File: src/rtl/gpt_pkg.sv
// Shared constants for the general-purpose timer: register offsets,
// control bit positions, status bit positions and output trigger codes.
package gpt_pkg;

    localparam int AW     = 8;
    localparam int CTRL_W = 15;
    localparam int NFLAG  = 3;

    localparam logic [AW-1:0] ADR_CTRL  = 8'h00;
    localparam logic [AW-1:0] ADR_COUNT = 8'h04;
    localparam logic [AW-1:0] ADR_LOAD  = 8'h08;
    localparam logic [AW-1:0] ADR_KICK  = 8'h0C;
    localparam logic [AW-1:0] ADR_MATCH = 8'h10;
    localparam logic [AW-1:0] ADR_CAPT  = 8'h14;
    localparam logic [AW-1:0] ADR_FLAGS = 8'h18;
    localparam logic [AW-1:0] ADR_IEN   = 8'h1C;

    localparam int B_START   = 0;
    localparam int B_AUTO    = 1;
    localparam int B_PS_LO   = 2;
    localparam int B_PS_HI   = 4;
    localparam int B_PS_EN   = 5;
    localparam int B_CMP_EN  = 6;
    localparam int B_IDLE    = 7;
    localparam int B_EDGE_LO = 8;
    localparam int B_EDGE_HI = 9;
    localparam int B_TRG_LO  = 10;
    localparam int B_TRG_HI  = 11;
    localparam int B_TOGGLE  = 12;
    localparam int B_HOLD    = 13;
    localparam int B_FORCE   = 14;

    localparam int F_MATCH = 0;
    localparam int F_WRAP  = 1;
    localparam int F_CAP   = 2;

    typedef enum logic [1:0] {
        TRG_NONE = 2'b00,
        TRG_WRAP = 2'b01,
        TRG_BOTH = 2'b10,
        TRG_RSVD = 2'b11
    } trig_e;

endpackage

File: src/rtl/gpt_prescale.sv
// Prescaler: when enabled, emits a tick once every 2^(ratio+1) clocks
// while the timer runs; when disabled the tick is permanently high.
// Assumes ratio is stable while running; the phase restarts on stop.
module gpt_prescale #(
    parameter int RW = 3
) (
    input  logic          clk,
    input  logic          rst_n,
    input  logic          run,
    input  logic          en,
    input  logic [RW-1:0] ratio,
    output logic          tick
);
    localparam int PCW = 1 << RW;

    logic [PCW-1:0] pcnt_q;
    logic [PCW:0]   span;
    logic [PCW-1:0] last;

    // Terminal phase value derived from the selected ratio.
    always_comb begin
        span = (PCW+1)'(1) << (32'(ratio) + 1);
        last = PCW'(span - 1'b1);
    end

    // Phase counter, cleared whenever the prescaler is idle.
    always_ff @(posedge clk) begin
        if (!rst_n || !run || !en) begin
            pcnt_q <= '0;
        end else if (pcnt_q == last) begin
            pcnt_q <= '0;
        end else begin
            pcnt_q <= pcnt_q + 1'b1;
        end
    end

    assign tick = !en || (pcnt_q == last);
endmodule

File: src/rtl/gpt_capture.sv
// Capture path: synchronises the external pin, detects the selected
// edges and latches the count. Assumes the pin is asynchronous.
module gpt_capture #(
    parameter int DW = 32
) (
    input  logic          clk,
    input  logic          rst_n,
    input  logic          pin,
    input  logic [1:0]    edge_sel,
    input  logic          hold,
    input  logic          flag_pend,
    input  logic [DW-1:0] count,
    output logic          cap_evt,
    output logic [DW-1:0] cap_val
);
    logic s1_q, s2_q, prev_q;
    logic rise, fall, hit;

    // Two-flop synchroniser plus one delayed copy for edge detection.
    always_ff @(posedge clk) begin
        if (!rst_n) begin
            s1_q   <= 1'b0;
            s2_q   <= 1'b0;
            prev_q <= 1'b0;
        end else begin
            s1_q   <= pin;
            s2_q   <= s1_q;
            prev_q <= s2_q;
        end
    end

    // Edge qualification against the selection and the hold rule.
    always_comb begin
        rise    = s2_q && !prev_q;
        fall    = !s2_q && prev_q;
        hit     = (edge_sel[0] && rise) || (edge_sel[1] && fall);
        cap_evt = hit && !(hold && flag_pend);
    end

    // Captured count register.
    always_ff @(posedge clk) begin
        if (!rst_n) begin
            cap_val <= '0;
        end else if (cap_evt) begin
            cap_val <= count;
        end
    end
endmodule

File: src/rtl/gpt_outgen.sv
// Output pin generator: idle level, one-cycle pulse or toggle per
// selected event, or forced idle level. Events arrive as strobes.
module gpt_outgen
    import gpt_pkg::*;
(
    input  logic       clk,
    input  logic       rst_n,
    input  logic       idle_lvl,
    input  logic       toggle,
    input  logic       force_idle,
    input  logic [1:0] trig,
    input  logic       wrap_evt,
    input  logic       match_evt,
    output logic       pin
);
    logic evt;
    logic pulse_q, tog_q;

    // Event selection from the trigger code.
    always_comb begin
        unique case (trig_e'(trig))
            TRG_WRAP: evt = wrap_evt;
            TRG_BOTH: evt = wrap_evt || match_evt;
            default:  evt = 1'b0;
        endcase
    end

    // Pulse and toggle state; toggle state is cleared outside toggle mode.
    always_ff @(posedge clk) begin
        if (!rst_n) begin
            pulse_q <= 1'b0;
            tog_q   <= 1'b0;
        end else begin
            pulse_q <= evt;
            tog_q   <= toggle ? (tog_q ^ evt) : 1'b0;
        end
    end

    assign pin = force_idle ? idle_lvl : (idle_lvl ^ (toggle ? tog_q : pulse_q));
endmodule

File: src/rtl/gpt_core.sv
// General-purpose timer top: register file, 32-bit up-counter with
// prescaler, reload/one-shot wrap, compare, capture and output pin.
// Assumes one register write per cycle and a single clock domain.
module gpt_core
    import gpt_pkg::*;
#(
    parameter int DW = 32,
    parameter int RW = 3
) (
    input  logic          clk,
    input  logic          rst_n,
    input  logic          reg_we,
    input  logic [7:0]    reg_addr,
    input  logic [DW-1:0] reg_wdata,
    output logic [DW-1:0] reg_rdata,
    input  logic          cap_pin,
    output logic          timer_out,
    output logic          irq
);
    logic [CTRL_W-1:0] ctrl_q;
    logic [DW-1:0]     cnt_q, load_q, match_q, cap_val;
    logic [NFLAG-1:0]  flags_q, ien_q, set_vec, clr_vec;
    logic              tick, step, at_top, wrap_evt, match_evt, cap_evt;
    logic [DW-1:0]     cnt_next;
    logic              wr_ctrl, wr_count, wr_load, wr_kick, wr_match, wr_flags, wr_ien;

    // Write decode.
    always_comb begin
        wr_ctrl  = reg_we && (reg_addr == ADR_CTRL);
        wr_count = reg_we && (reg_addr == ADR_COUNT);
        wr_load  = reg_we && (reg_addr == ADR_LOAD);
        wr_kick  = reg_we && (reg_addr == ADR_KICK);
        wr_match = reg_we && (reg_addr == ADR_MATCH);
        wr_flags = reg_we && (reg_addr == ADR_FLAGS);
        wr_ien   = reg_we && (reg_addr == ADR_IEN);
    end

    gpt_prescale #(.RW(RW)) u_pre (
        .clk   (clk),
        .rst_n (rst_n),
        .run   (ctrl_q[B_START]),
        .en    (ctrl_q[B_PS_EN]),
        .ratio (ctrl_q[B_PS_HI:B_PS_LO]),
        .tick  (tick)
    );

    // Next count, wrap and match events.
    always_comb begin
        step      = ctrl_q[B_START] && tick;
        at_top    = &cnt_q;
        wrap_evt  = step && at_top;
        cnt_next  = at_top ? (ctrl_q[B_AUTO] ? load_q : '0) : cnt_q + 1'b1;
        match_evt = step && ctrl_q[B_CMP_EN] && (cnt_next == match_q);
    end

    // Counter: software write, then reload strobe, then counting step.
    always_ff @(posedge clk) begin
        if (!rst_n) begin
            cnt_q <= '0;
        end else if (wr_count) begin
            cnt_q <= reg_wdata;
        end else if (wr_kick) begin
            cnt_q <= load_q;
        end else if (step) begin
            cnt_q <= cnt_next;
        end
    end

    // Control word; a one-shot wrap clears the start bit.
    always_ff @(posedge clk) begin
        if (!rst_n) begin
            ctrl_q <= '0;
        end else if (wr_ctrl) begin
            ctrl_q <= reg_wdata[CTRL_W-1:0];
        end else if (wrap_evt && !ctrl_q[B_AUTO]) begin
            ctrl_q[B_START] <= 1'b0;
        end
    end

    // Reload, match and interrupt-enable registers.
    always_ff @(posedge clk) begin
        if (!rst_n) begin
            load_q  <= '0;
            match_q <= '0;
            ien_q   <= '0;
        end else begin
            if (wr_load)  load_q  <= reg_wdata;
            if (wr_match) match_q <= reg_wdata;
            if (wr_ien)   ien_q   <= reg_wdata[NFLAG-1:0];
        end
    end

    gpt_capture #(.DW(DW)) u_cap (
        .clk       (clk),
        .rst_n     (rst_n),
        .pin       (cap_pin),
        .edge_sel  (ctrl_q[B_EDGE_HI:B_EDGE_LO]),
        .hold      (ctrl_q[B_HOLD]),
        .flag_pend (flags_q[F_CAP]),
        .count     (cnt_q),
        .cap_evt   (cap_evt),
        .cap_val   (cap_val)
    );

    // Flag set and clear vectors.
    always_comb begin
        set_vec          = '0;
        set_vec[F_MATCH] = match_evt;
        set_vec[F_WRAP]  = wrap_evt;
        set_vec[F_CAP]   = cap_evt;
        clr_vec          = wr_flags ? reg_wdata[NFLAG-1:0] : '0;
    end

    // Sticky status flags, set wins over write-one-to-clear.
    always_ff @(posedge clk) begin
        if (!rst_n) begin
            flags_q <= '0;
        end else begin
            flags_q <= (flags_q & ~clr_vec) | set_vec;
        end
    end

    gpt_outgen u_out (
        .clk        (clk),
        .rst_n      (rst_n),
        .idle_lvl   (ctrl_q[B_IDLE]),
        .toggle     (ctrl_q[B_TOGGLE]),
        .force_idle (ctrl_q[B_FORCE]),
        .trig       (ctrl_q[B_TRG_HI:B_TRG_LO]),
        .wrap_evt   (wrap_evt),
        .match_evt  (match_evt),
        .pin        (timer_out)
    );

    // Read mux.
    always_comb begin
        unique case (reg_addr)
            ADR_CTRL:  reg_rdata = DW'(ctrl_q);
            ADR_COUNT: reg_rdata = cnt_q;
            ADR_LOAD:  reg_rdata = load_q;
            ADR_MATCH: reg_rdata = match_q;
            ADR_CAPT:  reg_rdata = cap_val;
            ADR_FLAGS: reg_rdata = DW'(flags_q);
            ADR_IEN:   reg_rdata = DW'(ien_q);
            default:   reg_rdata = '0;
        endcase
    end

    assign irq = |(flags_q & ien_q);
endmodule

File: config.mk
export PLATFORM = sky130hd
export DESIGN_NAME = gpt_core
export DESIGN_NICKNAME = d
export VERILOG_FILES = /design/src/rtl/gpt_pkg.sv /design/src/rtl/gpt_prescale.sv /design/src/rtl/gpt_capture.sv /design/src/rtl/gpt_outgen.sv /design/src/rtl/gpt_core.sv
export SDC_FILE = /design/constraint.sdc
export NUM_CORES = 1
export LEC_CHECK = 0
export CORE_MARGIN = 1
export CORE_UTILIZATION = 52
export CTS_CLUSTER_DIAMETER = 30
export DETAILED_ROUTE_END_ITERATION = 16
export GPL_ROUTABILITY_DRIVEN = 0
export HOLD_SLACK_MARGIN = 0.03
export MAX_ROUTING_LAYER = met4
export PLACE_DENSITY = 0.77
export SKIP_CTS_REPAIR_TIMING = 1
export SLEW_MARGIN = 20
export SYNTH_ARGS = -nofsm -noshare
export SYNTH_HDL_FRONTEND = slang
export SYNTH_SLANG_ARGS = --single-unit
File: constraint.sdc
create_clock -name clk -period 3.2 [get_ports clk]
set_input_delay 0.64 -clock clk [delete_from_list [all_inputs] [get_ports clk]]
set_output_delay 0.64 -clock clk [all_outputs]
set_load 0.01 [all_outputs]
==> run metrics <==
post-synthesis xor/xnor area fraction=under 10%; status=complete, but fails checks; compound-cell area share of the yosys netlist=between 20% and 30%; Ant. Diodes=0; Routed Antenna Nets=0; EDFF count, synth=0; # Max-Cap Violations=0; fraction of the yosys area taken by sequential cells=about a third; row count=49; post-placement setup slack=-0.254 ns; Die Span Y=~140 um; Crit path largest cell delay=~0.5 ns; Synth Cell Area=just under 0.01 mm^2; synthesized-area fraction occupied by adder cells=less than 1%; syn_nets=around 1,400; CP top delay family=simple AND/OR/NAND/NOR gates; Clk Latency, worst-skew pair=0.44 ns; worst rel slew slack=roughly a third; final wirelength=between 30 and 40 mm; reg2reg start=ctrl_q[2]; count of unique library cells instantiated by Yosys=65; Ports=~80; Vias/cell=about 6.4; Syn. warnings=0; slew at the pin with the worst max-slew slack=0.972 ns; Clock Path Buffers=2; Root Driver=clkbuf_16; Starting DRT DRC Count=~1,400; Setup TNS=-1.07 ns; Max VDD drop=roughly 0.35 mV; CTS H-tree lvls=4; final period utilization=108%; Final Skew=just over 0.008 ns; area occupied by multi-input gates=between 0.006 and 0.007 mm^2; port bufs=between 70 and 80; Vias=between 10,000 and 15,000; CP max FO=13; minimum clock period=between 3 and 4 ns; crit path cell chain=or3_4 > ha_4 > xnor2_2 > or4_4 > o41ai_4 > and2_4 > buf_4 > nand2_1 > nor2_1 > xnor2_1 > a221oi_1 > nor3b_2; ys flop type=dfxtp_1; max-slew violations=0; Initial Utilization=between 50% and 60%; CP Buf/Inv Count=1; # fillers=~1,400; failing checks=negative setup slack; CTS tree=built; Die Area=0.0195 mm^2; Synth Instances=1,318; clock sink count=162; worst hold path startpoint=u_cap.s1_q; largest net degree at the start of global routing=approximately 80; Final #Nets=approximately 1,500; total CTS buffers=17; Post-DP HPWL=about 23 mm; Pwr Total=4420 uW; fin util=between 60% and 70%; Crit. Startpoint=ctrl_q[2]; worst endpoint required time=roughly 3.5 ns; first-pass GRT wire length=52.0 mm; critical path startpoint category=flop; Leakage Power=between 0.005 and 0.006 uW; CP endpoint kind=flop; Overflow after GRT=0; Max Fclk=0.290 GHz; Seq cells post-synth=about 160; endpoints failing setup=9; Area growth syn-to-layout=28.8%; Synth async-reset ratio=0%; die outline width=140 um; largest family of logic cells by synthesized area=simple AND/OR/NAND/NOR gates; share of layout cells above drive strength 1=16.4%; critical path data arrival time=3.76 ns; First-pass DRT Iterations=7; worst min-delay path class=flop to flop; clk slew on worst S/H paths=about 0.070 ns; Synth Area per Inst=between 7 and 8 um^2; Post-route DRC=0; GRT Util Overall=34.9%; drt wl/cell=just over 20 um; pwr dens=between 300 and 400 mW/mm^2; setup slack, reg-to-reg=-0.25 ns; core area=0.0183 mm^2; hold slack=0.439 ns; antenna violations before repair=0; multiplexer area fraction after synthesis=under 10%; RSZ-0062 raised after global routing=yes; Slowest-stage cell, CP=or4_4; setup ws final=-0.246 ns; number of global-route vias before repair=9,903; Crit Path Class=flop to flop; flip-flop and latch area=0.00325 mm^2; Final Hold Fails=0; simple-gate share of the synthesized area=28.4%
-- per-layer routing --
layer	track usage (%)	vias to the layer above	wire, um
met3	5.26	130	3710
met2	57.0	729	16200
met4	16.5	0	1430
li1	-	4942	-
met5	-	-	0
met1	42.3	4961	13200
-- Yosys cell counts (5+ instances only) --
master     number  share of area [%]
nand3_1        36                1.8
a22oi_1        65                5.0
nor3_1          9               0.46
dfxtp_1       162                 33
clkbuf_1       85                3.2
o22ai_1         7               0.44
o211ai_1       10               0.76
xor2_1         28                2.5
nand4_1        31                2.0
nor4_1         13               0.83
buf_2          23                1.2
nor2b_1         7               0.44
xnor2_1        31                2.8
a221oi_1       20                1.8
nor3b_1        20                1.5
ha_1            5               0.64
nand2b_1       10               0.64
a21o_1          5               0.38
a21boi_0      121                9.2
and4_1          7               0.62
buf_4           5               0.38
a31oi_1         7               0.44
o211a_1         5               0.51
inv_1          19               0.72
nor2_1         65                2.5
nand3b_1        5               0.38
o2111ai_1       5               0.44
o21ai_0        27                1.4
nand2_1       356                 14
mux2i_1         9               0.92
a21oi_1        21                1.1
and2_1          9               0.57
and3_1         14               0.89
a222oi_1       10                1.0
-- cell usage in the layout, fill, tap and decap left out, types with 9 or more instances in the layout --
cell               n
nor3b_1           19
o21ai_0           24
dlymetal6s2s_1    30
a21boi_0         121
nand4_1           31
nand2_1          351
a221oi_1          15
and2_1             9
nand2b_1          10
nor2_1            57
nand3_1           35
mux2i_1            9
a222oi_1          10
a22oi_1           64
clkbuf_16         20
and3_1            14
nor4_1            13
clkdlybuf4s50_1   44
xnor2_1           30
inv_1             19
o211ai_1          10
xor2_1            28
dfxtp_1          158
buf_4            134
a21oi_1           20
buf_12            11
-- cell families after synthesis --
kind of cell,after synthesis
compound gates,340
xor+xnor,59
mux,12
fa+ha+maj,5
buf+inv,134
simple gates,605
other cells,1
flops,162
-- report_power, final --
part | switching, uW | leakage, uW | internal [uW]
logic | 84.5 | 0.00347 | 93.8
registers | 3.80 | 0.00131 | 2020
clock network | 854 | 0.000302 | 1360
-- path summary, 6_finish.rpt --
kind                              endpoint  cells past startpoint
worst max-delay path             cnt_q[18]                     12
worst min-delay path            u_cap.s2_q                      1
worst max register to register   cnt_q[18]                     12
worst min register to register  u_cap.s2_q                      1
-- state kept, by name, summed over array words and instances (netlist names) --
register / flops
ctrl_q: 15
u_pre.pcnt_q: 8
u_cap.cap_val: 32
u_cap.s1_q: 1
flags_q: 3
cnt_q: 32
u_cap.prev_q: 1
load_q: 32
u_out.tog_q: 1
ien_q: 3
u_cap.s2_q: 1
match_q: 32
u_out.pulse_q: 1
-- metrics by stage --
step | cell area, um^2 | std cells
3_3_place_gp | 11500 | 1644
5_1_grt | 12700 | 1693
4_1_cts | 12200 | 1675
6_report | 12700 | 1693
3_5_place_dp | 11500 | 1644
2_1_floorplan | 9850 | 1318
-- area by class of cell --
type / instances / area share (%)
Clock buffer: 22 / 3.74
Clock inverter: 9 / 1.21
Inverter: 19 / 0.562
Multi-Input combinational cell: 1022 / 49.2
Sequential cell: 162 / 25.6
Tap cell: 229 / 2.26
Timing Repair Buffer: 230 / 17.4
Note: power is estimated with default switching activity, not from simulation.
